File: src/rtl/tdm_sched_pkg.sv
`timescale 1ns/1ps
package tdm_sched_pkg;
    localparam int CHAN_ID_W = 8;

    function automatic int slots_per_lane(input int clk_rate, input int sample_rate);
        return clk_rate / sample_rate;
    endfunction

    function automatic int lane_count(input int nch, input int slots);
        return (nch + slots - 1) / slots;
    endfunction

    function automatic int chans_per_lane(input int nch, input int lanes);
        return (nch + lanes - 1) / lanes;
    endfunction

    function automatic int idx_width(input int depth);
        return (depth > 1) ? $clog2(depth) : 1;
    endfunction
endpackage

File: src/rtl/tdm_slot_counter.sv
`timescale 1ns/1ps
module tdm_slot_counter
    import tdm_sched_pkg::*;
#(
    parameter  int SLOTS = 3,
    localparam int SW    = idx_width(SLOTS)
) (
    input  logic          clk,
    input  logic          rst,
    output logic [SW-1:0] slot_o,
    output logic          frame_start_o
);
    localparam logic [SW-1:0] LAST = SW'(SLOTS - 1);

    typedef struct packed {
        logic [SW-1:0] slot;
    } cnt_t;

    cnt_t st_d, st_q;

    always_comb begin
        st_d = st_q;
        if (st_q.slot == LAST) st_d.slot = '0;
        else                   st_d.slot = st_q.slot + 1'b1;
    end

    always_ff @(posedge clk) begin
        if (rst) st_q <= '0;
        else     st_q <= st_d;
    end

    assign slot_o        = st_q.slot;
    assign frame_start_o = (st_q.slot == '0);

    // frame length equals the slot count
    p_wrap_r1: assert property (@(posedge clk) disable iff (rst)
        (st_q.slot == LAST) |=> (st_q.slot == '0));
    p_step_r1: assert property (@(posedge clk) disable iff (rst)
        (st_q.slot != LAST) |=> (st_q.slot == SW'($past(st_q.slot) + 1'b1)));
endmodule

File: src/rtl/tdm_frame_latch.sv
`timescale 1ns/1ps
module tdm_frame_latch #(
    parameter  int NCH = 4,
    parameter  int DW  = 16,
    localparam int FW  = NCH * DW
) (
    input  logic          clk,
    input  logic          rst,
    input  logic          capture_i,
    input  logic [FW-1:0] frame_i,
    output logic [FW-1:0] held_o
);
    typedef struct packed {
        logic [FW-1:0] frame;
    } hold_t;

    hold_t st_d, st_q;

    always_comb begin
        st_d = st_q;
        if (capture_i) st_d.frame = frame_i;
    end

    always_ff @(posedge clk) begin
        if (rst) st_q <= '0;
        else     st_q <= st_d;
    end

    assign held_o = st_q.frame;

    // held samples change only at a capture edge
    p_hold_r6: assert property (@(posedge clk) disable iff (rst)
        !capture_i |=> $stable(held_o));
endmodule

File: src/rtl/tdm_lane_map.sv
`timescale 1ns/1ps
module tdm_lane_map
    import tdm_sched_pkg::*;
#(
    parameter  int DW       = 16,
    parameter  int NCH      = 4,
    parameter  int SLOTS    = 3,
    parameter  int CPW      = 2,
    parameter  int LANE_IDX = 0,
    localparam int SW       = idx_width(SLOTS),
    localparam int FW       = NCH * DW
) (
    input  logic                 clk,
    input  logic                 rst,
    input  logic [SW-1:0]        slot_i,
    input  logic                 start_i,
    input  logic [FW-1:0]        live_i,
    input  logic [FW-1:0]        held_i,
    output logic [DW-1:0]        data_o,
    output logic                 valid_o,
    output logic [CHAN_ID_W-1:0] chan_o
);
    localparam int unsigned BASE = LANE_IDX * CPW;

    typedef struct packed {
        logic [DW-1:0]        data;
        logic                 valid;
        logic [CHAN_ID_W-1:0] chan;
    } lane_t;

    lane_t         ln_d, ln_q;
    int unsigned   ch_idx;
    logic          hit;
    logic [FW-1:0] src;

    always_comb begin
        ch_idx = BASE + 32'(slot_i);
        hit    = (32'(slot_i) < CPW) && (ch_idx < NCH);
        src    = start_i ? live_i : held_i;
        ln_d   = '0;
        ln_d.valid = hit;
        if (hit) ln_d.chan = CHAN_ID_W'(ch_idx);
        for (int c = 0; c < NCH; c++) begin
            if (hit && (ch_idx == 32'(c))) ln_d.data = src[c*DW +: DW];
        end
    end

    always_ff @(posedge clk) begin
        if (rst) ln_q <= '0;
        else     ln_q <= ln_d;
    end

    assign data_o  = ln_q.data;
    assign valid_o = ln_q.valid;
    assign chan_o  = ln_q.chan;

    // idle slots carry zero payload and zero channel
    p_idle_zero_r5: assert property (@(posedge clk) disable iff (rst)
        !ln_q.valid |-> (ln_q.data == '0 && ln_q.chan == '0));
    // a valid slot lies inside the per-lane channel count
    p_valid_slot_r4: assert property (@(posedge clk) disable iff (rst)
        ln_q.valid |-> (32'($past(slot_i)) < CPW));
    // channel number follows lane and slot
    p_chan_map_r3: assert property (@(posedge clk) disable iff (rst)
        ln_q.valid |-> (32'(ln_q.chan) == BASE + 32'($past(slot_i))));
    // nothing valid right after reset
    p_reset_quiet_r8: assert property (@(posedge clk) disable iff (rst)
        $fell(rst) |-> !ln_q.valid);
endmodule

File: src/rtl/tdm_slot_scheduler.sv
`timescale 1ns/1ps
module tdm_slot_scheduler
    import tdm_sched_pkg::*;
#(
    parameter  int CLK_RATE    = 3,
    parameter  int SAMPLE_RATE = 1,
    parameter  int NCH         = 4,
    parameter  int DW          = 16,
    localparam int SLOTS       = slots_per_lane(CLK_RATE, SAMPLE_RATE),
    localparam int LANES       = lane_count(NCH, SLOTS),
    localparam int CPW         = chans_per_lane(NCH, LANES),
    localparam int SW          = idx_width(SLOTS),
    localparam int FW          = NCH * DW
) (
    input  logic                       clk,
    input  logic                       rst,
    input  logic [FW-1:0]              in_frame,
    output logic [LANES*DW-1:0]        lane_data,
    output logic [LANES-1:0]           lane_valid,
    output logic [LANES*CHAN_ID_W-1:0] lane_chan
);
    // geometry must fit the slots and the channel field
    if (SLOTS < 1 || CPW > SLOTS || NCH > 256 || NCH < 1) begin : g_bad_geometry
        $error("tdm_slot_scheduler: unsupported slot/channel geometry");
    end

    logic [SW-1:0] slot;
    logic          frame_start;
    logic [FW-1:0] held;

    tdm_slot_counter #(.SLOTS(SLOTS)) u_counter (
        .clk           (clk),
        .rst           (rst),
        .slot_o        (slot),
        .frame_start_o (frame_start)
    );

    tdm_frame_latch #(.NCH(NCH), .DW(DW)) u_latch (
        .clk       (clk),
        .rst       (rst),
        .capture_i (frame_start),
        .frame_i   (in_frame),
        .held_o    (held)
    );

    for (genvar w = 0; w < LANES; w++) begin : g_lane
        tdm_lane_map #(
            .DW(DW), .NCH(NCH), .SLOTS(SLOTS), .CPW(CPW), .LANE_IDX(w)
        ) u_map (
            .clk     (clk),
            .rst     (rst),
            .slot_i  (slot),
            .start_i (frame_start),
            .live_i  (in_frame),
            .held_i  (held),
            .data_o  (lane_data[w*DW +: DW]),
            .valid_o (lane_valid[w]),
            .chan_o  (lane_chan[w*CHAN_ID_W +: CHAN_ID_W])
        );
    end
endmodule

File: config.mk
export PLATFORM = sky130hd
export DESIGN_NAME = tdm_slot_scheduler
export DESIGN_NICKNAME = d
export VERILOG_FILES = /design/src/rtl/tdm_sched_pkg.sv /design/src/rtl/tdm_slot_counter.sv /design/src/rtl/tdm_frame_latch.sv /design/src/rtl/tdm_lane_map.sv /design/src/rtl/tdm_slot_scheduler.sv
export SDC_FILE = /design/constraint.sdc
export NUM_CORES = 1
export LEC_CHECK = 0
export BUFFER_PORTS_ARGS = -buffer_cell sky130_fd_sc_hd__buf_2
export CAP_MARGIN = 20
export CELL_PAD_IN_SITES_DETAIL_PLACEMENT = 2
export CELL_PAD_IN_SITES_GLOBAL_PLACEMENT = 2
export CORE_AREA = 8 8 120 122
export CTS_CLUSTER_DIAMETER = 80
export DETAILED_ROUTE_END_ITERATION = 10
export DIE_AREA = 0 0 128 130
export PLACE_DENSITY_LB_ADDON = 0.1
export SKIP_LAST_GASP = 1
export SLEW_MARGIN = 20
export SYNTH_ARGS = -nofsm -noshare
export SYNTH_HDL_FRONTEND = slang
export SYNTH_HIERARCHICAL = 1
export SYNTH_SLANG_ARGS = --single-unit
export TNS_END_PERCENT = 20
File: constraint.sdc
create_clock -name clk -period 2.3 [get_ports clk]
set_clock_uncertainty 0.05 [all_clocks]
set_input_delay 0.115 -clock clk [delete_from_list [all_inputs] [get_ports clk]]
set_output_delay 0.115 -clock clk [all_outputs]
set_load 0.005 [all_outputs]
==> results.ini <==
[synthesis]
yosysSeqAreaShare_pct = 49.3
netlist_instances = 387
synth_warnings = 6
yosysUniqueCellTypes = 18
ys_top_cells_by_area = dfxtp_1 49%, mux2i_1 30%, nor2_1 5.9%
netlist.area_leader.share_pct = 49.3
syn_avg_cell_area_sq_um = 11.0
ys_ff_latch = 105
yosysTopAreaCell = dfxtp_1
syn_area_sq_um = 4270

[floorplanning]
core_area_sq_um = 12400
die_area_sq_um = 16600
die_x_microns = 128
start_util_pct = 34.4
rows = 41
io-pin-count = 116
die_height_microns = 130

[global_route]
grt.met3_usage_pct = 4.86
track_usage_pct = 14.7
grt_overflow = 0
gr-usage-met1_pct = 15.5
met2_usage_pct = 27.5
grt_max_degree = 61
grt_pass1_vias = 3832
grt_antenna_before_repair = 0
grt.busiest_layer = met2
grt_pass1_wl_microns = 19200

[placement]
hpwl_microns = 7760
io_buffer_count = 104
gp_congestion = 0.677

[drt]
drt_iter0_drc = 83
wl_per_cell_microns = 16.4
antenna_left = 0
vias = 3320
drc = 0
routed_via_density = 4.64
routed_wl_microns = 11800
drtPass1Iterations = 4

[clock_network]
cts.sinks = 105
cts_inserted_buffers = 9
clk_pin_slew_ns = 0.07
cts.path.max_buffers = 2
clk_latency_ns = 0.34
ctsRootBufferMaster = clkbuf_16
cts_tree = built
postCtsSetupBuffers = 0
htreeDepth = 3

[setup_path]
worst-path-buf-inv = 1
r2r-end = g_lane[0].u_map/data_o[4]$_SDFF_PP0_
cp_slowest_cell = or3_1
path_class = reg2reg
worstPathCellList = inv_1 -> ha_4 -> or3_1 -> o22ai_1
worstPathRequired_ns = 2.50
cp-start-kind = flop
cpPeakStageDelay_ns = 0.67
cp-end-kind = flop
r2r-start = u_counter/slot_o[1]$_SDFF_PP0_
r2r_slack_ns = 0.41
cp_max_fo = 16
worstPathArrival_ns = 2.09
r2r_cells = 4
crit_family = simple AND/OR/NAND/NOR gates

[power_and_ir_drop]
power_frac_comb_pct = 26.5
p_sw_mw = 1.51
intPower_mw = 3.82
pwr-share-seq_pct = 41.8
ir_drop_mv = 0.465
p_per_area_nw_per_um2 = 930
switching_share_pct = 28.3
p_clk_share_pct = 31.7
leakage_nw = 2.78

[hold_path]
hold_start = in_frame[44]
min-delay-path-class = in2reg
worstHoldEndpoint = u_latch/held_o[44]$_SDFFE_PP0P_
hold_path_depth = 3

[sta]
rsz0062_at_grt = no
fin_crit_ns = 1.89
post-route-period-util_pct = 82.1
whs_ns = -0.00691
finalSetupViolations = 0
final_max_slew_viol_count = 0
worst_slew_pin_slew_ns = 0.687
fin_setup_tns_ns = 0
fmax_mhz = 530
hold_violations = 1
max_slew_margin_pct = 54.2

[status]
failed_checks = negative hold slack
status = finished with violations

[cells_and_area]
finalNetCount = 607
final_cell_mix = 128 x mux2i_1, 104 x dfxtp_1, 104 x buf_2
drive_above_1_share_pct = 23.9
layout-area-overhead-vs-synth_pct = 34.2
final_common_cell = mux2i_1
antenna_cells = 0

[job]
drv_cap = 0

[layer usage]
metal	part of all wire, %	up-vias
li1	-	1619
met1	41	1626
met2	53	65
met3	4.8	10
met4	0.99	0
met5	0	-
[state kept, by name, indices dropped and copies added (netlist names)]
register	flops
g_lane.u_map/data_o	32
u_latch/held_o	64
g_lane.u_map/chan_o	5
u_counter/slot_o	2
g_lane.u_map/valid_o	2
[power by group through the flow]
stage / combinational, mW / sequential, mW / clock [mW]
after floorplan: 1.06 / 2.25 / 0
after global placement: 1.30 / 2.25 / 0
after detailed placement: 1.35 / 2.27 / 0
after CTS: 1.44 / 2.23 / 1.77
after global routing: 1.56 / 2.26 / 1.82
final: 1.41 / 2.23 / 1.69
[cell families (layout without fill, tap and decap cells)]
logic type	Yosys count	in the layout	share of synthesized area [%]
compound gates	32	32	4.69
fa+ha+maj	2	2	0.586
buf+inv	44	190	8.00
flops	105	105	49.3
mux	128	128	30.0
other cells	2	13	0.176
simple gates	74	74	7.27
[worst max-delay path by stage]
stage	from	endpoint	slack (ns)	cells after the start
2_1_floorplan	u_counter/slot_o[1]$_SDFF_PP0_	g_lane[0].u_map/data_o[10]$_SDFF_PP0_	0.76	6
3_3_place_gp	u_counter/slot_o[1]$_SDFF_PP0_	g_lane[0].u_map/data_o[13]$_SDFF_PP0_	0.51	4
3_5_place_dp	u_counter/slot_o[1]$_SDFF_PP0_	g_lane[0].u_map/data_o[13]$_SDFF_PP0_	0.44	4
4_1_cts	u_counter/slot_o[1]$_SDFF_PP0_	g_lane[0].u_map/data_o[13]$_SDFF_PP0_	0.42	4
5_1_grt	u_counter/slot_o[1]$_SDFF_PP0_	g_lane[0].u_map/data_o[4]$_SDFF_PP0_	0.28	4
6_report	u_counter/slot_o[1]$_SDFF_PP0_	g_lane[0].u_map/data_o[4]$_SDFF_PP0_	0.41	4
[worst reg2reg max path: cells and delay by family (launching register included)]
kind            cells  cell delay [ns]
simple gates        1             0.67
fa+ha+maj           1             0.19
buf+inv             1             0.12
compound gates      1             0.29
flops               1             0.47
[cell usage after synthesis, drive strengths merged]
library cell and instances:
or3b 2, nor2 67, conb 2, mux2i 128
and2 1, ha 2, nor3 1, clkbuf 2
nor3b 1, buf 39, inv 3, dfxtp 105
o22ai 32, or3 2
[final cells by class]
| cell class | instances | area (sq um) |
|---|---|---|
| repair buffers | 171 | 1190 |
| fillers | 1331 | 6690 |
| flip-flops and latches | 105 | 2100 |
| well taps | 172 | 215 |
| inverters | 3 | 11.3 |
| multi-input cells | 249 | 1880 |
| clock buffers | 12 | 256 |
| clock inverters | 4 | 75.1 |
[what timing repair did]
action,CTS,global route
hold buffers,60,0
gates resized for setup,0,0
hold endpoints to repair,62,0
[through the flow]
| stage | power (mW) | utilization (%) | area (sq um) | worst slack, ns | std cells |
|---|---|---|---|---|---|
| after floorplan | 3.31 | - | 4310 | 0.756 | 398 |
| final | 5.32 | 46.1 | 5730 | 0.413 | 716 |
| after detailed placement | 3.62 | 38.6 | 4790 | 0.439 | 640 |
| after CTS | 5.44 | 46.1 | 5730 | 0.417 | 716 |
| after global placement | 3.55 | 38.6 | 4790 | 0.507 | 640 |
| after global routing | 5.63 | 46.1 | 5730 | 0.282 | 716 |
Note: power is estimated with default switching activity, not from simulation.
